<file path="config.mk">
export PLATFORM = sky130hd
export DESIGN_NAME = field_sync_sequencer
export DESIGN_NICKNAME = d
export VERILOG_FILES = /design/src/rtl/fss_pkg.sv /design/src/rtl/fss_gap_window.sv /design/src/rtl/fss_seq_fsm.sv /design/src/rtl/fss_line_counter.sv /design/src/rtl/field_sync_sequencer.sv
export SDC_FILE = /design/constraint.sdc
export NUM_CORES = 1
export LEC_CHECK = 0
export BUFFER_PORTS_ARGS = -buffer_cell sky130_fd_sc_hd__buf_2
export CAP_MARGIN = 0
export CORE_ASPECT_RATIO = 1.1
export CORE_MARGIN = 3
export CORE_UTILIZATION = 37
export CTS_BUF_LIST = sky130_fd_sc_hd__clkbuf_8
export DETAILED_ROUTE_END_ITERATION = 8
export GPL_TIMING_DRIVEN = 1
export PLACE_DENSITY_LB_ADDON = 0.08
export REMOVE_ABC_BUFFERS = 1
export SLEW_MARGIN = 10
export SYNTH_ARGS = -nofsm -noshare
export SYNTH_HDL_FRONTEND = slang
export SYNTH_SLANG_ARGS = --single-unit
</file>
<file path="constraint.sdc">
create_clock -name clk -period 3.3 [get_ports clk]
set_clock_uncertainty 0.15 [all_clocks]
set_input_delay 0.33 -clock clk [delete_from_list [all_inputs] [get_ports clk]]
set_output_delay 0.33 -clock clk [all_outputs]
set_load 0.02 [all_outputs]
</file>
<file path="src/rtl/fss_pkg.sv">
// Shared types for the field sync sequencer.
// Assumes: pulse kinds arrive already classified by an upstream stage.
package fss_pkg;

    typedef enum logic [1:0] {
        PK_HSYNC = 2'd0,
        PK_EQ    = 2'd1,
        PK_BROAD = 2'd2,
        PK_RSVD  = 2'd3
    } pulse_kind_e;

    typedef enum logic [2:0] {
        ST_SEARCH,
        ST_PRE_EQ,
        ST_BROAD,
        ST_POST_EQ,
        ST_ACTIVE
    } seq_state_e;

    // Index of each spacing window in the gap match vector.
    localparam int GC_HALF  = 0;
    localparam int GC_FULL  = 1;
    localparam int GC_ENTRY = 2;
    localparam int GC_HSCAN = 3;
    localparam int GC_SHORT = 4;
    localparam int GC_NUM   = 5;

endpackage

</file>
<file path="src/rtl/fss_gap_window.sv">
// Bank of window comparators: one match bit for each nominal pulse spacing.
// Assumes: the gap is an unsigned count of microseconds, and each nominal
// value plus TOL fits in GAP_W+1 bits.
module fss_gap_window
    import fss_pkg::*;
#(
    parameter int GAP_W     = 8,
    parameter int TOL       = 4,
    parameter int HALF_LINE = 32,
    parameter int FULL_LINE = 64,
    parameter int ENTRY_GAP = 56,
    parameter int HALF_SCAN = 34,
    parameter int SHORT_GAP = 7
) (
    input  logic [GAP_W-1:0]  gap,
    output logic [GC_NUM-1:0] hit
);

    localparam int NOMINAL [GC_NUM] = '{HALF_LINE, FULL_LINE, ENTRY_GAP, HALF_SCAN, SHORT_GAP};

    logic [GAP_W:0] gap_x;
    assign gap_x = {1'b0, gap};

    // One inclusive window comparator per nominal spacing.
    for (genvar g = 0; g < GC_NUM; g++) begin : g_win
        localparam int LO = (NOMINAL[g] > TOL) ? NOMINAL[g] - TOL : 0;
        localparam int HI = NOMINAL[g] + TOL;
        localparam logic [GAP_W:0] LO_V = (GAP_W+1)'(LO);
        localparam logic [GAP_W:0] HI_V = (GAP_W+1)'(HI);
        assign hit[g] = (gap_x >= LO_V) && (gap_x <= HI_V);
    end

endmodule

</file>
<file path="src/rtl/fss_seq_fsm.sv">
// Vertical-interval sequencer: walks the pre-equalising, broad and
// post-equalising runs, then follows the picture area line by line.
// Assumes: at most one pulse record per cycle, with the gap already
// matched against the spacing windows.
module fss_seq_fsm
    import fss_pkg::*;
#(
    parameter int RUN_LEN = 5
) (
    input  logic              clk,
    input  logic              rst_n,
    input  logic              pulse_valid,
    input  pulse_kind_e       pulse_kind,
    input  logic [GC_NUM-1:0] hit,
    output logic              field_start,
    output logic              field_id,
    output logic              line_start,
    output logic              locked,
    output logic              line_clr,
    output logic              line_inc
);

    localparam int CNT_W = $clog2(RUN_LEN + 1);
    localparam logic [CNT_W-1:0] RUN_FULL = CNT_W'(RUN_LEN);
    localparam logic [CNT_W-1:0] RUN_ONE  = CNT_W'(1);

    seq_state_e       state, nxt_state;
    logic [CNT_W-1:0] run_cnt, nxt_cnt;
    logic             go_field, go_first, go_line, first_f2, drop;
    logic             run_open, run_done;

    assign run_open = (run_cnt < RUN_FULL);
    assign run_done = (run_cnt == RUN_FULL);

    // Next-state decision for one pulse record.
    always_comb begin
        nxt_state = state;
        nxt_cnt   = run_cnt;
        go_field  = 1'b0;
        go_first  = 1'b0;
        go_line   = 1'b0;
        first_f2  = 1'b0;
        drop      = 1'b0;
        if (pulse_valid) begin
            case (state)
                ST_SEARCH: begin
                    if (pulse_kind == PK_EQ) begin
                        nxt_state = ST_PRE_EQ;
                        nxt_cnt   = RUN_ONE;
                    end
                end
                ST_PRE_EQ: begin
                    if (pulse_kind == PK_EQ && hit[GC_HALF] && run_open) begin
                        nxt_cnt = run_cnt + 1'b1;
                    end else if (pulse_kind == PK_BROAD && hit[GC_ENTRY] && run_done) begin
                        nxt_state = ST_BROAD;
                        nxt_cnt   = RUN_ONE;
                        go_field  = 1'b1;
                    end else begin
                        drop = 1'b1;
                    end
                end
                ST_BROAD: begin
                    if (pulse_kind == PK_BROAD && hit[GC_HALF] && run_open) begin
                        nxt_cnt = run_cnt + 1'b1;
                    end else if (pulse_kind == PK_EQ && hit[GC_SHORT] && run_done) begin
                        nxt_state = ST_POST_EQ;
                        nxt_cnt   = RUN_ONE;
                    end else begin
                        drop = 1'b1;
                    end
                end
                ST_POST_EQ: begin
                    if (pulse_kind == PK_EQ && hit[GC_HALF] && run_open) begin
                        nxt_cnt = run_cnt + 1'b1;
                    end else if (pulse_kind == PK_HSYNC && run_done && hit[GC_HSCAN]) begin
                        nxt_state = ST_ACTIVE;
                        go_first  = 1'b1;
                    end else if (pulse_kind == PK_HSYNC && run_done && hit[GC_FULL]) begin
                        nxt_state = ST_ACTIVE;
                        go_first  = 1'b1;
                        first_f2  = 1'b1;
                    end else begin
                        drop = 1'b1;
                    end
                end
                ST_ACTIVE: begin
                    if (pulse_kind == PK_HSYNC && hit[GC_FULL]) begin
                        go_line = 1'b1;
                    end else if (pulse_kind == PK_EQ && hit[GC_FULL]) begin
                        nxt_state = ST_PRE_EQ;
                        nxt_cnt   = RUN_ONE;
                    end else begin
                        drop = 1'b1;
                    end
                end
                default: drop = 1'b1;
            endcase
        end
        if (drop) begin
            nxt_state = ST_SEARCH;
            nxt_cnt   = '0;
        end
    end

    assign line_clr = go_first;
    assign line_inc = go_line;

    // State, run counter, strobes, field identity and lock registers.
    always_ff @(posedge clk) begin
        if (!rst_n) begin
            state       <= ST_SEARCH;
            run_cnt     <= '0;
            field_start <= 1'b0;
            line_start  <= 1'b0;
            field_id    <= 1'b0;
            locked      <= 1'b0;
        end else begin
            state       <= nxt_state;
            run_cnt     <= nxt_cnt;
            field_start <= go_field;
            line_start  <= go_first | go_line;
            if (go_field) begin
                field_id <= ~field_id;
            end else if (go_first) begin
                field_id <= first_f2;
            end
            if (drop) begin
                locked <= 1'b0;
            end else if (go_first) begin
                locked <= 1'b1;
            end
        end
    end

    AST_FS_ONE_CYCLE: assert property (@(posedge clk) disable iff (!rst_n)
        field_start |=> !field_start);
    AST_FS_FROM_PULSE: assert property (@(posedge clk) disable iff (!rst_n)
        field_start |-> $past(pulse_valid));
    AST_LOCK_WITH_LINE: assert property (@(posedge clk) disable iff (!rst_n)
        $rose(locked) |-> line_start);
    AST_LINE_NEEDS_LOCK: assert property (@(posedge clk) disable iff (!rst_n)
        line_start |-> locked);
    AST_RSVD_DROPS: assert property (@(posedge clk) disable iff (!rst_n)
        (pulse_valid && pulse_kind == PK_RSVD) |=> !locked);

endmodule

</file>
<file path="src/rtl/fss_line_counter.sv">
// Saturating picture-area line index.
// Assumes: a clear and an increment never come in the same cycle; if they
// do, the clear wins.
module fss_line_counter #(
    parameter int LINE_W = 10
) (
    input  logic              clk,
    input  logic              rst_n,
    input  logic              clr,
    input  logic              inc,
    output logic [LINE_W-1:0] count
);

    localparam logic [LINE_W-1:0] CNT_MAX = '1;

    // Clear on the first line, otherwise count up and hold at the top.
    always_ff @(posedge clk) begin
        if (!rst_n) begin
            count <= '0;
        end else if (clr) begin
            count <= '0;
        end else if (inc && count != CNT_MAX) begin
            count <= count + 1'b1;
        end
    end

    AST_LINE_NO_WRAP: assert property (@(posedge clk) disable iff (!rst_n)
        (count == CNT_MAX && inc && !clr) |=> count == CNT_MAX);
    AST_LINE_CLEARS: assert property (@(posedge clk) disable iff (!rst_n)
        clr |=> count == '0);

endmodule

</file>
<file path="src/rtl/field_sync_sequencer.sv">
// Top level: tracks the interlaced vertical interval from classified sync
// pulses and produces field and line timing.
// Assumes: pulse_gap is in microseconds and is measured between the
// leading edges of consecutive sync pulses.
module field_sync_sequencer
    import fss_pkg::*;
#(
    parameter int GAP_W     = 8,
    parameter int LINE_W    = 10,
    parameter int RUN_LEN   = 5,
    parameter int TOL       = 4,
    parameter int HALF_LINE = 32,
    parameter int FULL_LINE = 64,
    parameter int ENTRY_GAP = 56,
    parameter int HALF_SCAN = 34,
    parameter int SHORT_GAP = 7
) (
    input  logic              clk,
    input  logic              rst_n,
    input  logic              pulse_valid,
    input  logic [1:0]        pulse_kind,
    input  logic [GAP_W-1:0]  pulse_gap,
    output logic              field_start,
    output logic              field_id,
    output logic              line_start,
    output logic [LINE_W-1:0] line_count,
    output logic              locked
);

    logic [GC_NUM-1:0] gap_hit;
    logic              line_clr, line_inc;

    fss_gap_window #(
        .GAP_W     (GAP_W),
        .TOL       (TOL),
        .HALF_LINE (HALF_LINE),
        .FULL_LINE (FULL_LINE),
        .ENTRY_GAP (ENTRY_GAP),
        .HALF_SCAN (HALF_SCAN),
        .SHORT_GAP (SHORT_GAP)
    ) u_win (
        .gap (pulse_gap),
        .hit (gap_hit)
    );

    fss_seq_fsm #(
        .RUN_LEN (RUN_LEN)
    ) u_fsm (
        .clk         (clk),
        .rst_n       (rst_n),
        .pulse_valid (pulse_valid),
        .pulse_kind  (pulse_kind_e'(pulse_kind)),
        .hit         (gap_hit),
        .field_start (field_start),
        .field_id    (field_id),
        .line_start  (line_start),
        .locked      (locked),
        .line_clr    (line_clr),
        .line_inc    (line_inc)
    );

    fss_line_counter #(
        .LINE_W (LINE_W)
    ) u_line (
        .clk   (clk),
        .rst_n (rst_n),
        .clr   (line_clr),
        .inc   (line_inc),
        .count (line_count)
    );

endmodule

</file>
==> summary.md <==
| Metric | Value |
|---|---|
| Status | complete, no violations |
| Fmax | 0.368 GHz |
| Hold buffers post-CTS | 0 |
| Io pins | 27 |
| Wire per inst | 13.6 microns |
| Pre-CTS setup slack | 0.619 ns |
| Unique masters post-synth | 52 |
| Grt met1 use | 0.173 |
| Slew headroom | 0.633 |
| Leading cell type in the layout, fill and taps excluded | buf_2 |
| Area Growth Syn to Fin | 17.2% |
| Detail Route Antenna Nets | 0 |
| Clk_lat worst skew | 0.26 ns |
| Root buf cell | clkbuf_8 |
| H-Tree Depth | 1 |
| Area fraction of the dominant cell type after synthesis | 0.312 |
| Crit-path cells | ha_1, and4bb_1, nand4_1, and3_1, a22o_1, or3_4, or4_1, a21oi_1 |
| Startpoint types | register |
| CTS Sinks | 20 |
| Synthesis-stage register bit count | 20 |
| Hold depth | 3 |
| DRT Wirelength | 3.04 mm |
| Global route hottest layer | met2 |
| Drt first pass iters | 4 |
| Adder-cell share of the synthesized area | 0.0293 |
| WP data required | 3.34 ns |
| Clock transition at path regs | 0.08 ns |
| Post-Synth XOR/XNOR Area | 0.0546 |
| Netlist Area Pre-Place | 1280 sq um |
| Die Y | 67.7 microns |
| Pwr dens | 366 nW/um^2 |
| Largest family of logic cells by synthesized area | simple AND/OR/NAND/NOR gates |
| GRT met2 Usage | 0.286 |
| Post-CTS setup buffers | 0 |
| RSZ-0062 raised after global routing | false |
| # setup viols final | 0 |
| Critical path fanouts, max | 6 |
| Via Count | 1211 |
| Antenna violations before repair | 0 |
| Ys Warns | 0 |
| R2r worst-path depth | 8 |
| Post-synth EDFFs | 0 |
| Minimum clock period | 2.72 ns |
| Antenna Diode Count | 0 |
| Largest cells by area after synthesis | dfxtp_1, nor2_1, a21oi_1 |
| Share of layout cells above drive strength 1 | 0.225 |
| Leak Pwr | 0.583 nW |
| Mapped Cells | 154 |
| Yosys top cell by area | dfxtp_1 |
| Initial Util | 0.403 |
| Fill count | 323 |
| DP Wirelength | 2.35 mm |
| Number of global-route vias before repair | 1149 |
| Core Region | 3180 sq um |
| Setup slack after layout | 0.584 ns |
| Worst setup path class | reg2reg |
| Period utilisation layout | 0.823 |
| Port bufs | 26 |
| Die ar. | 4210 sq um |
| Commonest non-fill, non-tap cells in the layout | buf_2, dfxtp_1, nor2_1, nand2_1, a21oi_1 |
| Worst-Margin Slew | 0.547 ns |
| Slew Limit Fails | 0 |
| CP arrival | 2.76 ns |
| Setup crit end kind | register |
| Avg Inst Size Synth | 8.33 sq um |
| Compound-Gate Fraction of Synth Area | 0.196 |
| GRT Total Usage | 0.150 |
| Largest net degree at the start of global routing | 13 |
| Slowest CP cell | or4_1 |
| Clk buf depth | 2 |
| MaxCap Viol Count | 0 |
| Synth Area in Simple Gates | 0.341 |
| RD Place Congestion | 0.937 |
| Via-to-Cell Ratio | 5.41 |
| Initial DRC count | 35 |
| Fraction of the yosys area taken by sequential cells | 0.312 |
| Die width | 62.1 microns |
| Final #Nets | 195 |
| Grt met3 use | 0.0200 |
| Post-synth ARST share | 0 |
| Cell Rows | 21 |
| Max VDD drop | 0.161 mV |
| Post-synthesis mux area share | 0.0156 |
| Inserted Clock Buffers | 3 |
| Final Hold Fails | 0 |
| CTS resizes | 0 |
| TritonCTS clock tree | yes |
| Min-Delay Path Class | in2reg |
| Worst path max stage delay | 0.47 ns |
| First-pass GRT wire length | 5.12 mm |
| Area of the multi-input gates | 817 sq um |
| Top_reg_cell synth | dfxtp_1 |
| Storage cell area | 400 sq um |
| Global route total overflow | 0 |
| WHS | 0.189 ns |
| Sum Neg Setup Slack | 0 ns |
| DRC Markers | 0 |
stage by stage:
stage	area [sq um]	util	total power, mW	std cells
after floorplan	1240	-	0.280	148
after global placement	1430	0.450	0.303	220
after detailed placement	1430	0.450	0.304	220
after CTS	1500	0.473	0.555	224
after global routing	1500	0.473	0.572	224
final	1500	0.473	0.549	224
critical path: cells and delay by family, from the launching register on:
family / cells / cell delay (ns)
adder cells (fa/ha/maj): 1 / 0.24
AO/OA/AOI/OAI: 2 / 0.36
AND/OR/NAND/NOR: 5 / 1.51
flip-flops: 1 / 0.40
power by group:
| part | leakage (nW) | internal, mW | switching [mW] |
|---|---|---|---|
| logic | 0.386 | 0.0200 | 0.0317 |
| clock network | 0.0357 | 0.162 | 0.0891 |
| registers | 0.161 | 0.243 | 0.00353 |
state kept, by name, summed over array words and instances (netlist names):
| name | cells |
|---|---|
| u_line.count | 10 |
| u_fsm.line_start | 1 |
| u_fsm.run_cnt | 3 |
| u_fsm.field_id | 1 |
| u_fsm.locked | 1 |
| u_fsm.field_start | 1 |
| u_fsm.state | 3 |
final timing paths:
| path | to | slack, ns | from |
|---|---|---|---|
| worst min register to register | u_fsm.locked | 0.30 | u_fsm.locked |
| worst min-delay path | u_fsm.field_id | 0.19 | rst_n |
| worst max register to register | u_fsm.run_cnt[2] | 0.58 | u_fsm.run_cnt[0] |
| worst max-delay path | u_fsm.run_cnt[2] | 0.58 | u_fsm.run_cnt[0] |
cells by family after synthesis:
kind of cell             after synthesis
AO/OA/AOI/OAI                         35
AND/OR/NAND/NOR                       73
XOR/XNOR                               8
buffers and inverters                 13
multiplexers                           2
flip-flops                            20
adder cells (fa/ha/maj)                3
Yosys cell counts, drive strengths merged, types with 2 or more instances:
master	count
dfxtp	20
xnor2	4
buf	3
a211oi	4
clkbuf	3
or4	2
a21oi	10
nand4	8
a41o	2
mux2i	2
ha	3
nand2	12
nor3b	3
nor3	3
nor2b	2
o31ai	2
nand3	10
nor4b	2
or3	2
o21ai	4
inv	7
o21a	2
and3	4
xor2	4
nor2	17
metal layers:
layer  vias to the layer above  wire (microns)  part of all wire
met1                       572            1400              0.46
li1                        619               -                 -
met3                         5              69             0.023
met5                         -               0                 0
met4                         0              46             0.015
met2                        15            1520              0.50
layout make-up:
cell class | count | area share
multi-input cells | 121 | 0.544
inverters | 7 | 0.0175
repair buffers | 26 | 0.0866
clock buffers | 3 | 0.0275
flip-flops and latches | 20 | 0.266
well taps | 46 | 0.0383
clock inverters | 1 | 0.0200
Note: power is estimated with default switching activity, not from simulation.
